### src/rtl/cbc_pkg.sv
package cbc_pkg;

    localparam int unsigned CBC_ROM_BANK_W = 7;
    localparam int unsigned CBC_RAM_SEL_W  = 2;
    localparam int unsigned CBC_CLK_REGS   = 5;
    localparam int unsigned CBC_CLK_IDX_W  = 3;
    localparam logic [7:0]  CBC_GATE_ON    = 8'h0A;
    localparam logic [7:0]  CBC_GATE_OFF   = 8'h00;
    localparam logic [7:0]  CBC_CLK_FIRST  = 8'h08;
    localparam logic [7:0]  CBC_CLK_LAST   = 8'h0C;

    typedef enum logic [1:0] {
        RGN_GATE    = 2'd0,
        RGN_ROMBANK = 2'd1,
        RGN_WINSEL  = 2'd2,
        RGN_LATCH   = 2'd3
    } cbc_region_e;

    typedef struct packed {
        logic                      ram_on;
        logic [CBC_ROM_BANK_W-1:0] rom_bank;
        logic [CBC_RAM_SEL_W-1:0]  ram_bank;
        logic                      clk_sel;
        logic [CBC_CLK_IDX_W-1:0]  clk_idx;
        logic                      latched;
    } cbc_ctrl_t;

endpackage

### src/rtl/cbc_ctrl_regs.sv
module cbc_ctrl_regs
    import cbc_pkg::*;
(
    input  logic       clk,
    input  logic       rst_n,
    input  logic [15:0] cpu_addr,
    input  logic [7:0]  cpu_wdata,
    input  logic        cpu_wr,
    output cbc_ctrl_t   ctrl,
    output logic        snap_pulse
);

    cbc_ctrl_t   st_d, st_q;
    logic        snap_d;
    logic        ctl_wr;
    cbc_region_e rgn;

    assign ctl_wr = cpu_wr && !cpu_addr[15];
    assign rgn    = cbc_region_e'(cpu_addr[14:13]);

    always_comb begin
        st_d   = st_q;
        snap_d = 1'b0;
        if (ctl_wr) begin
            unique case (rgn)
                RGN_GATE: begin
                    if (cpu_wdata == CBC_GATE_ON) begin
                        st_d.ram_on = 1'b1;
                    end else if (cpu_wdata == CBC_GATE_OFF) begin
                        st_d.ram_on = 1'b0;
                    end
                end
                RGN_ROMBANK: begin
                    st_d.rom_bank = cpu_wdata[CBC_ROM_BANK_W-1:0];
                    if (cpu_wdata[CBC_ROM_BANK_W-1:0] == '0) begin
                        st_d.rom_bank = CBC_ROM_BANK_W'(1);
                    end
                end
                RGN_WINSEL: begin
                    if (cpu_wdata < 8'd4) begin
                        st_d.ram_bank = cpu_wdata[CBC_RAM_SEL_W-1:0];
                        st_d.clk_sel  = 1'b0;
                    end else if (cpu_wdata >= CBC_CLK_FIRST && cpu_wdata <= CBC_CLK_LAST) begin
                        st_d.clk_idx = CBC_CLK_IDX_W'(cpu_wdata - CBC_CLK_FIRST);
                        st_d.clk_sel = 1'b1;
                    end
                end
                RGN_LATCH: begin
                    if (cpu_wdata == 8'h01 && !st_q.latched) begin
                        st_d.latched = 1'b1;
                        snap_d       = 1'b1;
                    end else if (cpu_wdata == 8'h00 && st_q.latched) begin
                        st_d.latched = 1'b0;
                    end
                end
                default: ;
            endcase
        end
    end

    always_ff @(posedge clk) begin
        if (!rst_n) begin
            st_q.ram_on   <= 1'b0;
            st_q.rom_bank <= CBC_ROM_BANK_W'(1);
            st_q.ram_bank <= '0;
            st_q.clk_sel  <= 1'b0;
            st_q.clk_idx  <= '0;
            st_q.latched  <= 1'b0;
        end else begin
            st_q <= st_d;
        end
    end

    assign ctrl       = st_q;
    assign snap_pulse = snap_d;

    AST_GATE_OPENS: assert property (@(posedge clk) disable iff (!rst_n)
        (ctl_wr && cpu_addr[14:13] == 2'd0 && cpu_wdata == 8'h0A) |=> st_q.ram_on)
        else $error("gate did not open");
    AST_GATE_CLOSES: assert property (@(posedge clk) disable iff (!rst_n)
        (ctl_wr && cpu_addr[14:13] == 2'd0 && cpu_wdata == 8'h00) |=> !st_q.ram_on)
        else $error("gate did not close");
    AST_ZERO_BANK_REMAP: assert property (@(posedge clk) disable iff (!rst_n)
        (ctl_wr && cpu_addr[14:13] == 2'd1 && cpu_wdata[6:0] == 7'd0) |=> (st_q.rom_bank == 7'd1))
        else $error("bank zero not remapped");
    AST_SNAP_SETS_FLAG: assert property (@(posedge clk) disable iff (!rst_n)
        snap_pulse |=> (st_q.latched && !snap_pulse))
        else $error("latch flag not set after capture");

endmodule

### src/rtl/cbc_clock_file.sv
module cbc_clock_file
    import cbc_pkg::*;
(
    input  logic                     clk,
    input  logic                     rst_n,
    input  logic                     snap,
    input  logic                     cpu_we,
    input  logic [CBC_CLK_IDX_W-1:0] idx,
    input  logic [7:0]               cpu_wdata,
    input  logic [7:0]               cnt_sec,
    input  logic [7:0]               cnt_min,
    input  logic [7:0]               cnt_hour,
    input  logic [8:0]               cnt_day,
    output logic [7:0]               rdata
);

    logic [7:0] regs_d [CBC_CLK_REGS];
    logic [7:0] regs_q [CBC_CLK_REGS];

    always_comb begin
        for (int i = 0; i < CBC_CLK_REGS; i++) begin
            regs_d[i] = regs_q[i];
        end
        if (snap) begin
            regs_d[0] = cnt_sec;
            regs_d[1] = cnt_min;
            regs_d[2] = cnt_hour;
            regs_d[3] = cnt_day[7:0];
            regs_d[4] = {regs_q[4][7:4], 3'b000, cnt_day[8]};
        end else if (cpu_we && idx < CBC_CLK_IDX_W'(CBC_CLK_REGS)) begin
            regs_d[idx] = cpu_wdata;
        end
    end

    always_ff @(posedge clk) begin
        if (!rst_n) begin
            for (int i = 0; i < CBC_CLK_REGS; i++) begin
                regs_q[i] <= '0;
            end
        end else begin
            for (int i = 0; i < CBC_CLK_REGS; i++) begin
                regs_q[i] <= regs_d[i];
            end
        end
    end

    assign rdata = (idx < CBC_CLK_IDX_W'(CBC_CLK_REGS)) ? regs_q[idx] : 8'hFF;

    AST_SNAP_SECONDS: assert property (@(posedge clk) disable iff (!rst_n)
        snap |=> (regs_q[0] == $past(cnt_sec)))
        else $error("seconds not captured");
    AST_SNAP_DAY_HIGH: assert property (@(posedge clk) disable iff (!rst_n)
        snap |=> (regs_q[4][0] == $past(cnt_day[8]) && regs_q[4][7:4] == $past(regs_q[4][7:4])))
        else $error("fifth register capture wrong");

endmodule

### src/rtl/cbc_addr_map.sv
module cbc_addr_map
    import cbc_pkg::*;
#(
    parameter int unsigned ROM_BANKS = 128,
    parameter int unsigned RAM_BANKS = 4,
    localparam int unsigned ROM_BW   = $clog2(ROM_BANKS),
    localparam int unsigned RAM_BW   = $clog2(RAM_BANKS)
) (
    input  logic                 clk,
    input  logic                 rst_n,
    input  logic [15:0]          cpu_addr,
    input  logic                 cpu_wr,
    input  cbc_ctrl_t            ctrl,
    input  logic [7:0]           clk_rdata,
    input  logic [7:0]           ram_rdata,
    output logic [ROM_BW+13:0]   rom_addr,
    output logic [RAM_BW+12:0]   ram_addr,
    output logic                 ram_cs,
    output logic                 ram_we,
    output logic                 clk_we,
    output logic [7:0]           win_rdata
);

    logic              in_window;
    logic [ROM_BW-1:0] bank_eff;

    always_comb begin
        in_window = (cpu_addr[15:13] == 3'b101);
        bank_eff  = ctrl.rom_bank[ROM_BW-1:0];
        rom_addr  = {(cpu_addr[14] ? bank_eff : {ROM_BW{1'b0}}), cpu_addr[13:0]};
        ram_addr  = {ctrl.ram_bank[RAM_BW-1:0], cpu_addr[12:0]};
        ram_cs    = in_window && ctrl.ram_on && !ctrl.clk_sel;
        ram_we    = ram_cs && cpu_wr;
        clk_we    = in_window && cpu_wr && ctrl.clk_sel;
        if (!in_window) begin
            win_rdata = 8'hFF;
        end else if (ctrl.clk_sel) begin
            win_rdata = clk_rdata;
        end else if (ctrl.ram_on) begin
            win_rdata = ram_rdata;
        end else begin
            win_rdata = 8'hFF;
        end
    end

    AST_NO_WE_ON_CONTROL: assert property (@(posedge clk) disable iff (!rst_n)
        (cpu_wr && !cpu_addr[15]) |-> !ram_we)
        else $error("RAM write during control write");
    AST_WINDOW_EXCLUSIVE: assert property (@(posedge clk) disable iff (!rst_n)
        ram_cs |-> (!ctrl.clk_sel && !clk_we))
        else $error("RAM and clock both own the window");
    AST_BANK0_FIXED: assert property (@(posedge clk) disable iff (!rst_n)
        (cpu_addr[15:14] == 2'b00) |-> (rom_addr[ROM_BW+13:14] == '0))
        else $error("lower ROM half left bank 0");

endmodule

### src/rtl/cart_bank_ctrl.sv
module cart_bank_ctrl
    import cbc_pkg::*;
#(
    parameter int unsigned ROM_BANKS = 128,
    parameter int unsigned RAM_BANKS = 4,
    localparam int unsigned ROM_AW   = $clog2(ROM_BANKS) + 14,
    localparam int unsigned RAM_AW   = $clog2(RAM_BANKS) + 13
) (
    input  logic              clk,
    input  logic              rst_n,
    input  logic [15:0]       cpu_addr,
    input  logic [7:0]        cpu_wdata,
    input  logic              cpu_wr,
    input  logic [7:0]        ram_rdata,
    input  logic [7:0]        cnt_sec,
    input  logic [7:0]        cnt_min,
    input  logic [7:0]        cnt_hour,
    input  logic [8:0]        cnt_day,
    output logic [ROM_AW-1:0] rom_addr,
    output logic [RAM_AW-1:0] ram_addr,
    output logic              ram_cs,
    output logic              ram_we,
    output logic [7:0]        win_rdata
);

    cbc_ctrl_t  ctrl;
    logic       snap_pulse;
    logic       clk_we;
    logic [7:0] clk_rdata;

    cbc_ctrl_regs u_ctrl (
        .clk        (clk),
        .rst_n      (rst_n),
        .cpu_addr   (cpu_addr),
        .cpu_wdata  (cpu_wdata),
        .cpu_wr     (cpu_wr),
        .ctrl       (ctrl),
        .snap_pulse (snap_pulse)
    );

    cbc_clock_file u_clock (
        .clk       (clk),
        .rst_n     (rst_n),
        .snap      (snap_pulse),
        .cpu_we    (clk_we),
        .idx       (ctrl.clk_idx),
        .cpu_wdata (cpu_wdata),
        .cnt_sec   (cnt_sec),
        .cnt_min   (cnt_min),
        .cnt_hour  (cnt_hour),
        .cnt_day   (cnt_day),
        .rdata     (clk_rdata)
    );

    cbc_addr_map #(
        .ROM_BANKS (ROM_BANKS),
        .RAM_BANKS (RAM_BANKS)
    ) u_map (
        .clk       (clk),
        .rst_n     (rst_n),
        .cpu_addr  (cpu_addr),
        .cpu_wr    (cpu_wr),
        .ctrl      (ctrl),
        .clk_rdata (clk_rdata),
        .ram_rdata (ram_rdata),
        .rom_addr  (rom_addr),
        .ram_addr  (ram_addr),
        .ram_cs    (ram_cs),
        .ram_we    (ram_we),
        .clk_we    (clk_we),
        .win_rdata (win_rdata)
    );

endmodule

### config.mk
export PLATFORM = sky130hd
export DESIGN_NAME = cart_bank_ctrl
export DESIGN_NICKNAME = d
export VERILOG_FILES = /design/src/rtl/cbc_pkg.sv /design/src/rtl/cbc_ctrl_regs.sv /design/src/rtl/cbc_clock_file.sv /design/src/rtl/cbc_addr_map.sv /design/src/rtl/cart_bank_ctrl.sv
export SDC_FILE = /design/constraint.sdc
export NUM_CORES = 1
export LEC_CHECK = 0
export ABC_AREA = 1
export BUFFER_PORTS_ARGS = -buffer_cell sky130_fd_sc_hd__buf_2
export CORE_MARGIN = 2
export CORE_UTILIZATION = 45
export CTS_CLUSTER_SIZE = 20
export DETAILED_ROUTE_END_ITERATION = 10
export GPL_ROUTABILITY_DRIVEN = 0
export HOLD_SLACK_MARGIN = 0.05
export PLACE_DENSITY = 0.79
export SLEW_MARGIN = 40
export SYNTH_ARGS = -nofsm -noshare
export SYNTH_HDL_FRONTEND = slang
export SYNTH_SLANG_ARGS = --single-unit
### constraint.sdc
create_clock -name clk -period 2 [get_ports clk]
set_input_delay 0.2 -clock clk [delete_from_list [all_inputs] [get_ports clk]]
set_output_delay 0.2 -clock clk [all_outputs]
set_load 0.02 [all_outputs]
After elaboration in Yosys (flattened, before gate mapping):

Memory sizes are Yosys's and may differ from the RTL's. A register that Yosys moved wholly into a read port is not among the register bits.
Cells that the tools add are included.

* register bits after elaboration: 15
* bits in writable memories: 40
* output and inout bits: 46
* memories kept: 1

Memory list
* u_clock.regs_q: words 5, width 8, read ports 6, clocked after memory_dff 1, wr ports 5, RTL line cbc_clock_file.sv:18 `logic [7:0] regs_q [CBC_CLK_REGS];`

* add/sub/neg operators: 1
* $lt $le $gt $ge: 6
* equal/unequal tests: 6
* multiplexer cells: 29
* bitwise operators: 7
* reduce and logical (&&, ||, !) cells: 26

Operators with widths (number)
* $mux W40: 2
* $mux W8: 10
* $bwmux W40: 1
* $demux W8 S3: 1
* $mux W7: 2
* $reduce_and A3 Y1: 4
* $logic_and A1 B1 Y1: 11
* $mux W1: 10
* $eq A8 B1 Y1 const B: 1
* $eq A8 B4 Y1 const B: 1
* $ge A8 B4 Y1 const B: 1
* $le A8 B4 Y1 const B: 1
* $logic_not A8 Y1: 1
* $lt A8 B3 Y1 const B: 1
* $logic_not A7 Y1: 1
* $mux W3: 2
* $reduce_bool A2 Y1: 3
* $or A1 B1 Y1: 5
* $eq A2 B2 Y1 const B: 2
* $ge A4 B4 Y1 const B: 1
* $lt A4 B1 Y1 const B: 1
* $mux W4: 1
* $not A3 Y4: 1
* $reduce_and A4 Y1: 1
* other kinds (8): 10

Logic depth before layout (Yosys ltp):

Gate-level depths: netlist (run 1).

* word-level depth: 9
* gate-level depth with buffers: 10
* depth with buffers taken out: 8

By module:

A second synthesis (run 1) with hierarchy kept.

* cells, all modules: 538
* area, all modules: 3502.1 sq um

By module, submodules not included
* cbc_clock_file: times used 1, cells each 357, area each 2308.5 sq um, seq. area each 800.8 sq um
* cbc_ctrl_regs: times used 1, cells each 101, area each 703.2 sq um, seq. area each 300.3 sq um
* cbc_addr_map: times used 1, cells each 80, area each 490.5 sq um, seq. area each 0.0 sq um

Worst setup path before layout (run 1):

Ideal clock, no wire load.

* path kind: register to output
* start: register with a tool-made name
* end: output win_rdata[6]
* arrival: 1.246 ns
* data required time: 1.800 ns
* setup slack: 0.554 ns
* stages on the path, launching flop included: 8
* path buffers: 2
* cells stage by stage: dfxtp_1 > buf_2 > buf_1 > nand2_1 > o211ai_1 > a21oi_1 > o21ai_0 > nand2_1

RTL lines
* end, declared: RTL line cart_bank_ctrl.sv:23 `output logic [7:0] win_rdata`

==> results of run 1 <==
[flip-flops by register name (all words and copies together) (netlist names), named ones only]
| register | flops |
|---|---|
| u_clock.regs_q | 40 |
| u_ctrl.ctrl | 15 |
[logic make-up after synthesis]
logic type	share of synthesized area, %
AO/OA/AOI/OAI	12.4
flip-flops	31.5
buffers and inverters	18.1
AND/OR/NAND/NOR	38.0
[layer usage]
metal  global-route usage [%]  vias up
li1                         -     1920
met1                     31.1     1723
met2                     39.3      183
met3                     6.46       30
met4                     11.1        0
met5                        0        -
[power by group through the flow]
stage                     Combinational (mW)  Clock [mW]  Sequential [mW]
after global routing                   0.195        1.00             1.16
after CTS                              0.177       0.943             1.16
after global placement                 0.171           0             1.19
after detailed placement               0.177           0             1.19
final                                  0.181       0.935             1.16
after floorplan                        0.168           0             1.19
[worst max-delay path by stage]
| stage | start | to |
|---|---|---|
| 4_1_cts | flop | win_rdata[1] |
| 2_1_floorplan | flop | win_rdata[6] |
| 6_report | flop | win_rdata[3] |
| 3_3_place_gp | cpu_wdata[4] | u_clock.regs_q[3][4] |
| 5_1_grt | flop | win_rdata[2] |
| 3_5_place_dp | cpu_wdata[4] | u_clock.regs_q[3][6] |
[tightest hold or removal path, stage by stage]
cell,delay (ns)
buf_2,0.09
o21ai_0,0.07
inv_1,0.05
nand2_1,0.04
inv_1,0.04
[synthesized netlist by cell type, drive strengths merged]
library cell  instances  area share (%)
clkbuf                9            0.92
nor4                  1            0.17
o211ai               15             3.1
buf                  52             9.9
a21oi                35             4.7
clkinv                1            0.10
nand3b                1            0.20
inv                  70             7.1
dfxtp                58              31
nor2                101              11
nor3                  8             1.7
nand2                96              10
o21ai                34             4.6
nand4                27             4.6
nand3                69              10
[through the flow]
stage / power (mW) / cells / util [%] / hold WS, ns / worst slack [ns]
3_5_place_dp: 1.37 / 707 / 48.0 / 0.400 / 0.235
5_1_grt: 2.36 / 721 / 50.2 / 0.186 / 0.0259
3_3_place_gp: 1.36 / 707 / 48.0 / 0.400 / 0.342
4_1_cts: 2.28 / 720 / 49.9 / 0.168 / 0.0503
2_1_floorplan: 1.36 / 577 / - / 0.363 / 0.554
6_report: 2.28 / 721 / 50.2 / 0.175 / 0.112
[final cells by class]
cell class | count | area share, %
tap | 105 | 3.24
sequential | 58 | 28.7
clock buffer | 13 | 3.91
inverter | 71 | 6.66
timing repair buffer | 86 | 11.4
timing repair inverter | 1 | 0.185
multi-input combinational | 387 | 45.9
[what timing repair did]
action                                  4_1_cts  5_1_grt
endpoints found under the setup margin        0        8
buffers inserted                              0        0
resized for setup                             0       10
==> results by group, run 1 <==
Global routing
  – Grt total ovfl: 0
  – Initial antenna violation count: 0
  – Largest net degree at the start of global routing: 36
  – Vias in the first global route: around 3600
  – GRT Util Overall: 24.6%
  – First-pass GRT wire length: 16900 um

Final layout
  – Fin area: 4060 um2
  – Share of layout cells above drive strength 1: 20.1%
  – Total Nets Final: 682
  – Storage cell area: ~1200 um2
  – Most frequent cells in the layout: nor2_1 (94), nand2_1 (93), buf_2 (74)
  – Area of the multi-input gates: 1860 um2
  – Fillers: 849
  – Most common cell after layout, fill and taps aside: nor2_1
  – Syn-to-layout area delta: 10.0%
  – Ant diodes: 0

Floorplan
  – Chip height: 94.6 um
  – Site row count: 33
  – Initial Utilization: a little under half
  – Die W: 94.6 um
  – DIE AREA: a little under 9000 um2
  – I/O pin count: roughly 110
  – Core box area: 8090 um2

Worst setup path
  – Worst flop-to-flop path endpoint: u_clock.regs_q[4][6]
  – Buf/Inv on CP: 2
  – Critical path required time: 1.80 ns
  – R2R Setup Slk: approximately 0.31 ns
  – Critical path endpoint category: output pin
  – Crit-path cells: clkinvlp_4 -> o211ai_1 -> a21oi_1 -> o21ai_0 -> nand2_1 -> buf_2
  – Crit start category: flop
  – Crit-path max FO: 7
  – Critical path's largest stage delay: slightly below 0.4 ns
  – R2r worst-path depth: 5
  – Worst r2r src: u_ctrl.ctrl[3]
  – Crit-path slowest cell: dfxtp_4
  – Crit path max-delay family: compound AO/OA/AOI/OAI gates
  – WP depth: 6
  – WP data arrival: 1.69 ns
  – Worst setup path category: reg -> out

Power and ir drop
  – Internal: 1.72 mW
  – Logic pwr share: 8.0%
  – P per Cell Area: 561 nW/um2
  – Leakage: 1.86 nW
  – VDD IR-drop max: 0.273 mV
  – Register share of total power: roughly half
  – Switching Share: 24.6%
  – NetSw: 560 uW
  – Clock share of power: 41.1%

CTS
  – # H-tree levels: 3
  – Hold buffer count at cts: 0
  – CTS Buf Count: 9
  – Clk root buf: clkbuf_8
  – TritonCTS clock tree: yes
  – Reg clk slew, reported paths: roughly 0.07 ns
  – Clk sink count: 58
  – Longest Clk Path Bufs: 2
  – Worst skew pair latency: 0.34 ns

Placement
  – Post-DP Area: 3880 um2
  – Hpwl dp: approximately 8000 um
  – IO buf count: 74

Worst hold path
  – Worst hold path class: in -> reg
  – Hold Crit Depth: 5
  – Min-Delay Startpoint: cnt_day[8]
  – Worst Hold Endpoint: u_clock.regs_q[4][0]

Routing
  – Initial detailed-routing violation count: 408
  – Post-route ant nets: 0
  – Post-route DRC: 0
  – Post-DR wirelength/cell: between 10 and 15 um
  – Drt first pass iters: 5
  – Vias/cell: approximately 5.3
  – DR WL met3: about 890 um
  – Vias: 3856
  – M1 wire length: 4480 um
  – Highest metal used: met4
  – WL final: about 11000 um
  – Met2 wire length: 5010 um

Yosys
  – Post-synthesis instance total: 577
  – Syn Area/Cell: 6.39 um2
  – Yosys cell types: 25
  – Syn nets: 645
  – Post-Syn Area: 3690 um2
  – #FFs+latches synth: 58
  – Synthesis Warnings: 0
  – Sequential area share after synthesis: 31.5%

STA
  – Post-Route Setup TNS: 0 ns
  – Clk_skew: approximately 0.0083 ns
  – Hold Vio Cnt, Final: 0
  – Period Utilization, post-route: 94.4%
  – Slew HR: 61.9%
  – Final Max Tran Viols: 0
  – Worst Max-Slew Pin Slew: 0.571 ns
  – Post-route minimum period: 1.89 ns
  – Setup violators final: 0
  – F_max: ~530 MHz
  – RSZ-0062 raised after global routing: false

Status
  – Status: completed

Run
  – MaxCap Viol Count: 0
No activity file was read; power rests on OpenSTA's default activity.
==> inputs of run 2 (changes only) <==
--- a/config.mk
+++ b/config.mk
@@ -17,4 +17,5 @@
 export SLEW_MARGIN = 40
 export SYNTH_ARGS = -nofsm -noshare
 export SYNTH_HDL_FRONTEND = slang
+export SYNTH_HIERARCHICAL = 1
 export SYNTH_SLANG_ARGS = --single-unit
==> constraint.sdc (replaced) <==
create_clock -name clk -period 1.95 [get_ports clk]
set_input_delay 0.195 -clock clk [delete_from_list [all_inputs] [get_ports clk]]
set_output_delay 0.195 -clock clk [all_outputs]
set_load 0.02 [all_outputs]
==> run 2 against run 1 <==
Against the previous run: clock power down 18%; register-to-register slack about the same; sequential power about the same; combinational power down 3%; critical path depth up 3; core utilization up 1.4 points; die area down 4.9%; global-route usage down 3.1 points; design area down 2.8%; worst hold slack worse by 0.0022 ns; largest power group unchanged.
==> results by group, run 2 <==
Worst hold path
  – Worst hold path class: in -> reg (unchanged)

Power and ir drop
  – P per Cell Area: 524 nW/um2 (was 561 nW/um2)
  – Switching Share: 23.8% (was 24.6%)
  – Leakage: 1.98 nW (was 1.86 nW)
  – Logic pwr share: 8.5% (was 8.0%)
  – Register share of total power: 54.6% (was 51.0%)
  – Internal: 1.58 mW (was 1.72 mW)
  – Clock share of power: 36.9% (was 41.1%)
  – VDD IR-drop max: 0.294 mV (was 0.273 mV)
  – NetSw: 493 uW (was 560 uW)

Routing
  – Post-route ant nets: 0 (unchanged)
  – Drt first pass iters: 5 (unchanged)
  – Vias: 3521 (was 3856)
  – Post-route DRC: 0 (unchanged)
  – Post-DR wirelength/cell: 13.6 um (was 14.8 um)
  – Vias/cell: 5.12 (was 5.35)
  – WL final: 9330 um (was 10700 um)
  – Initial detailed-routing violation count: 264 (was 408)

Floorplan
  – DIE AREA: 8500 um2 (was 8940 um2)
  – Site row count: 32 (was 33)
  – Core box area: 7650 um2 (was 8090 um2)
  – Die W: 92.2 um (was 94.6 um)
  – Initial Utilization: 45.8% (was 45.6%)
  – I/O pin count: 114 (unchanged)
  – Chip height: 92.2 um (was 94.6 um)

STA
  – Hold Vio Cnt, Final: 0 (unchanged)
  – Clk_skew: 0.0109 ns (was 0.00830 ns)
  – F_max: 531 MHz
  – Worst Max-Slew Pin Slew: 0.529 ns (was 0.571 ns)
  – Hold Slack: 0.173 ns (was 0.175 ns)
  – Period Utilization, post-route: 96.6%
  – RSZ-0062 raised after global routing: true (was false)
  – Final Max Tran Viols: 0 (unchanged)
  – Slew HR: 64.5% (was 61.9%)
  – Post-route minimum period: 1.88 ns
  – Setup violators final: 0 (unchanged)

Yosys
  – #FFs+latches synth: 55 (was 58)
  – Post-synth EDFFs: 0 (unchanged)
  – Synth top area cells: dfxtp_1 (31%), nand2_1 (14%), nand3_1 (8.6%), nor2_1 (8.0%), buf_4 (6.2%) (was dfxtp_1 (31%), nor2_1 (9.6%), nand2_1 (9.5%), nand3_1 (8.4%), inv_1 (6.8%))
  – Post-Syn Area: 3500 um2 (was 3690 um2)
  – Commonest cells in the synthesized netlist: nand2_1 (133), nor2_1 (75), nand3_1 (60) (was nor2_1 (94), nand2_1 (93), inv_1 (67))
  – Compound-cell area share of the yosys netlist: 11.9% (was 12.4%)
  – Syn Area/Cell: 6.51 um2 (was 6.39 um2)
  – Predominant post-synthesis flop cell: dfxtp_1 (unchanged)
  – Multiplexer area fraction after synthesis: 0% (unchanged)
  – Syn nets: 606 (was 645)
  – Synth Area in Adders: 0% (unchanged)
  – Synthesis Warnings: 6 (was 0)
  – XOR/XNOR share of the synthesized area: 0% (unchanged)
  – Synth area leader: dfxtp_1 (unchanged)
  – Top cell type's share of synthesized area: 31.4% (was 31.5%)
  – Largest family of logic cells by synthesized area: simple AND/OR/NAND/NOR gates (unchanged)
  – Post-synth ARST share: 0% (unchanged)
  – Synth Area in Simple Gates: 39.3% (was 38.0%)
  – Post-synthesis instance total: 538 (was 577)
  – Yosys cell types: 32 (was 25)
  – Cell with the most instances after synthesis: nand2_1 (was nor2_1)
  – Sequential area share after synthesis: 31.4% (was 31.5%)

CTS
  – Clk root buf: clkbuf_8 (unchanged)
  – Clk sink count: 55 (was 58)
  – TritonCTS clock tree: yes (unchanged)
  – Reg clk slew, reported paths: 0.11 ns (was 0.07 ns)
  – Worst skew pair latency: 0.31 ns (was 0.34 ns)
  – Longest Clk Path Bufs: 2 (unchanged)
  – # H-tree levels: 2 (was 3)
  – CTS Buf Count: 5 (was 9)

Final layout
  – Fin cells: 688 (was 721)
  – Share of layout cells above drive strength 1: 23.2% (was 20.1%)
  – Total Nets Final: 653 (was 682)
  – Most frequent cells in the layout: nand2_1 (132), nor2_1 (75), buf_2 (70) (was nor2_1 (94), nand2_1 (93), buf_2 (74))
  – Syn-to-layout area delta: 12.7% (was 10.0%)
  – Most common cell after layout, fill and taps aside: nand2_1 (was nor2_1)
  – Max reg flops: 40 (unchanged)
  – Ant diodes: 0 (unchanged)
  – Top reg by flops: u_clock/regs_q (was u_clock.regs_q)

Worst setup path
  – Crit-path max FO: 13 (was 7)
  – WP data arrival: 1.69 ns (about the same)
  – Worst setup path category: reg -> out (unchanged)
  – Crit path capture: win_rdata[5] (was win_rdata[3])
  – Worst flop-to-flop path endpoint: u_clock/regs_q[2][7] (was u_clock.regs_q[4][6])
  – R2r worst-path depth: 7 (was 5)
  – Worst r2r src: u_ctrl/ctrl[0] (was u_ctrl.ctrl[3])
  – R2R Setup Slk: 0.30 ns (was 0.31 ns)
  – Critical path endpoint category: output pin (unchanged)
  – Crit start category: flop (unchanged)
  – CP startpoint: u_ctrl/ctrl[3]
  – Critical path required time: 1.75 ns (was 1.80 ns)

Global routing
  – First-pass GRT wire length: 14900 um (was 16900 um)
  – Initial antenna violation count: 0 (unchanged)
  – Met3 usage: 3.12% (was 6.46%)
  – Largest net degree at the start of global routing: 44 (was 36)
  – Global-route met1 utilization: 28.2% (was 31.1%)
  – GRT met2 Usage: 35.8% (was 39.3%)
  – GRT Util Overall: 21.5% (was 24.6%)
  – Grt total ovfl: 0 (unchanged)
  – Vias in the first global route: 3171 (was 3596)
  – Grt peak-use layer: met2 (unchanged)

Placement
  – Hpwl dp: 7030 um (was 7840 um)
  – Placed cell count: 676 (was 707)
  – IO buf count: 74 (unchanged)

Status
  – Status: completed (unchanged)

Run
  – MaxCap Viol Count: 0 (unchanged)
run 2: power groups by stage:
stage / clock [mW] / sequential (mW) / combinational [mW]
after global placement: 0 / 1.16 / 0.171
after CTS: 0.771 / 1.13 / 0.175
after detailed placement: 0 / 1.16 / 0.174
after global routing: 0.822 / 1.13 / 0.195
final: 0.764 / 1.13 / 0.176
after floorplan: 0 / 1.16 / 0.162
run 2: through the flow:
step | TNS (ns) | power, mW | setup WS, ns | area, um2 | util (%)
2_1_floorplan | 0 | 1.32 | 0.450 | 3500 | -
3_3_place_gp | 0 | 1.33 | 0.191 | 3730 | 48.8
3_5_place_dp | 0 | 1.33 | 0.177 | 3730 | 48.8
4_1_cts | 0 | 2.07 | 0.0103 | 3850 | 50.3
5_1_grt | -0.0290 | 2.15 | -0.0157 | 3950 | 51.6
6_report | 0 | 2.07 | 0.0663 | 3950 | 51.6
run 2: cell type report:
cell class | count | area (um2)
fill | 772 | 3700
timing repair buffer | 88 | 531
clock inverter | 3 | 43.8
tap | 102 | 128
clock buffer | 5 | 68.8
sequential | 55 | 1100
inverter | 60 | 235
multi-input combinational | 375 | 1840
run 2: worst max-delay path: stages, from the launching register on:
cell and delay [ns]:
dfxtp_2 0.34, buf_12 0.15, inv_8 0.08, nand2_4 0.09, nor2_8 0.17, nand2_1 0.09, nand4_1 0.15, nand2_1 0.07
nand3_1 0.09, buf_4 0.14
run 2: worst min path at each step:
stage / startpoint / endpoint / slack, ns / cells after the start
detailed placement: cpu_addr[1] / ram_addr[1] / 0.39 / 0
CTS: cpu_wdata[7] / u_clock/regs_q[4][7] / 0.17 / 3
global placement: cpu_addr[1] / ram_addr[1] / 0.39 / 0
global route: cpu_wdata[7] / u_clock/regs_q[4][7] / 0.16 / 3
floorplan: cpu_wdata[3] / u_ctrl/ctrl[10] / 0.33 / 2
finish: cpu_wdata[7] / u_clock/regs_q[4][7] / 0.17 / 3
run 2: kinds of logic (layout without fill, tap and decap cells):
group / after synthesis / in the layout
buffers and inverters: 110 / 156
DFF: 55 / 55
and+or+nand+nor: 298 / 300
AOI/OAI and AO/OA: 75 / 75
run 2: repair_timing:
item	in CTS	in global routing
pin swaps	2	7
hold buffers	0	0
cloned	1	1
setup endpoints to repair	4	8
setup buffers	0	2
resized for setup	0	28
run 2: metal layers:
| layer | part of all wire [%] | up-vias | wire, um |
|---|---|---|---|
| met5 | 0 | - | 0 |
| met4 | 2.1 | 0 | 197 |
| met3 | 6.8 | 14 | 637 |
| met2 | 46 | 155 | 4330 |
| met1 | 45 | 1578 | 4170 |
| li1 | - | 1774 | - |
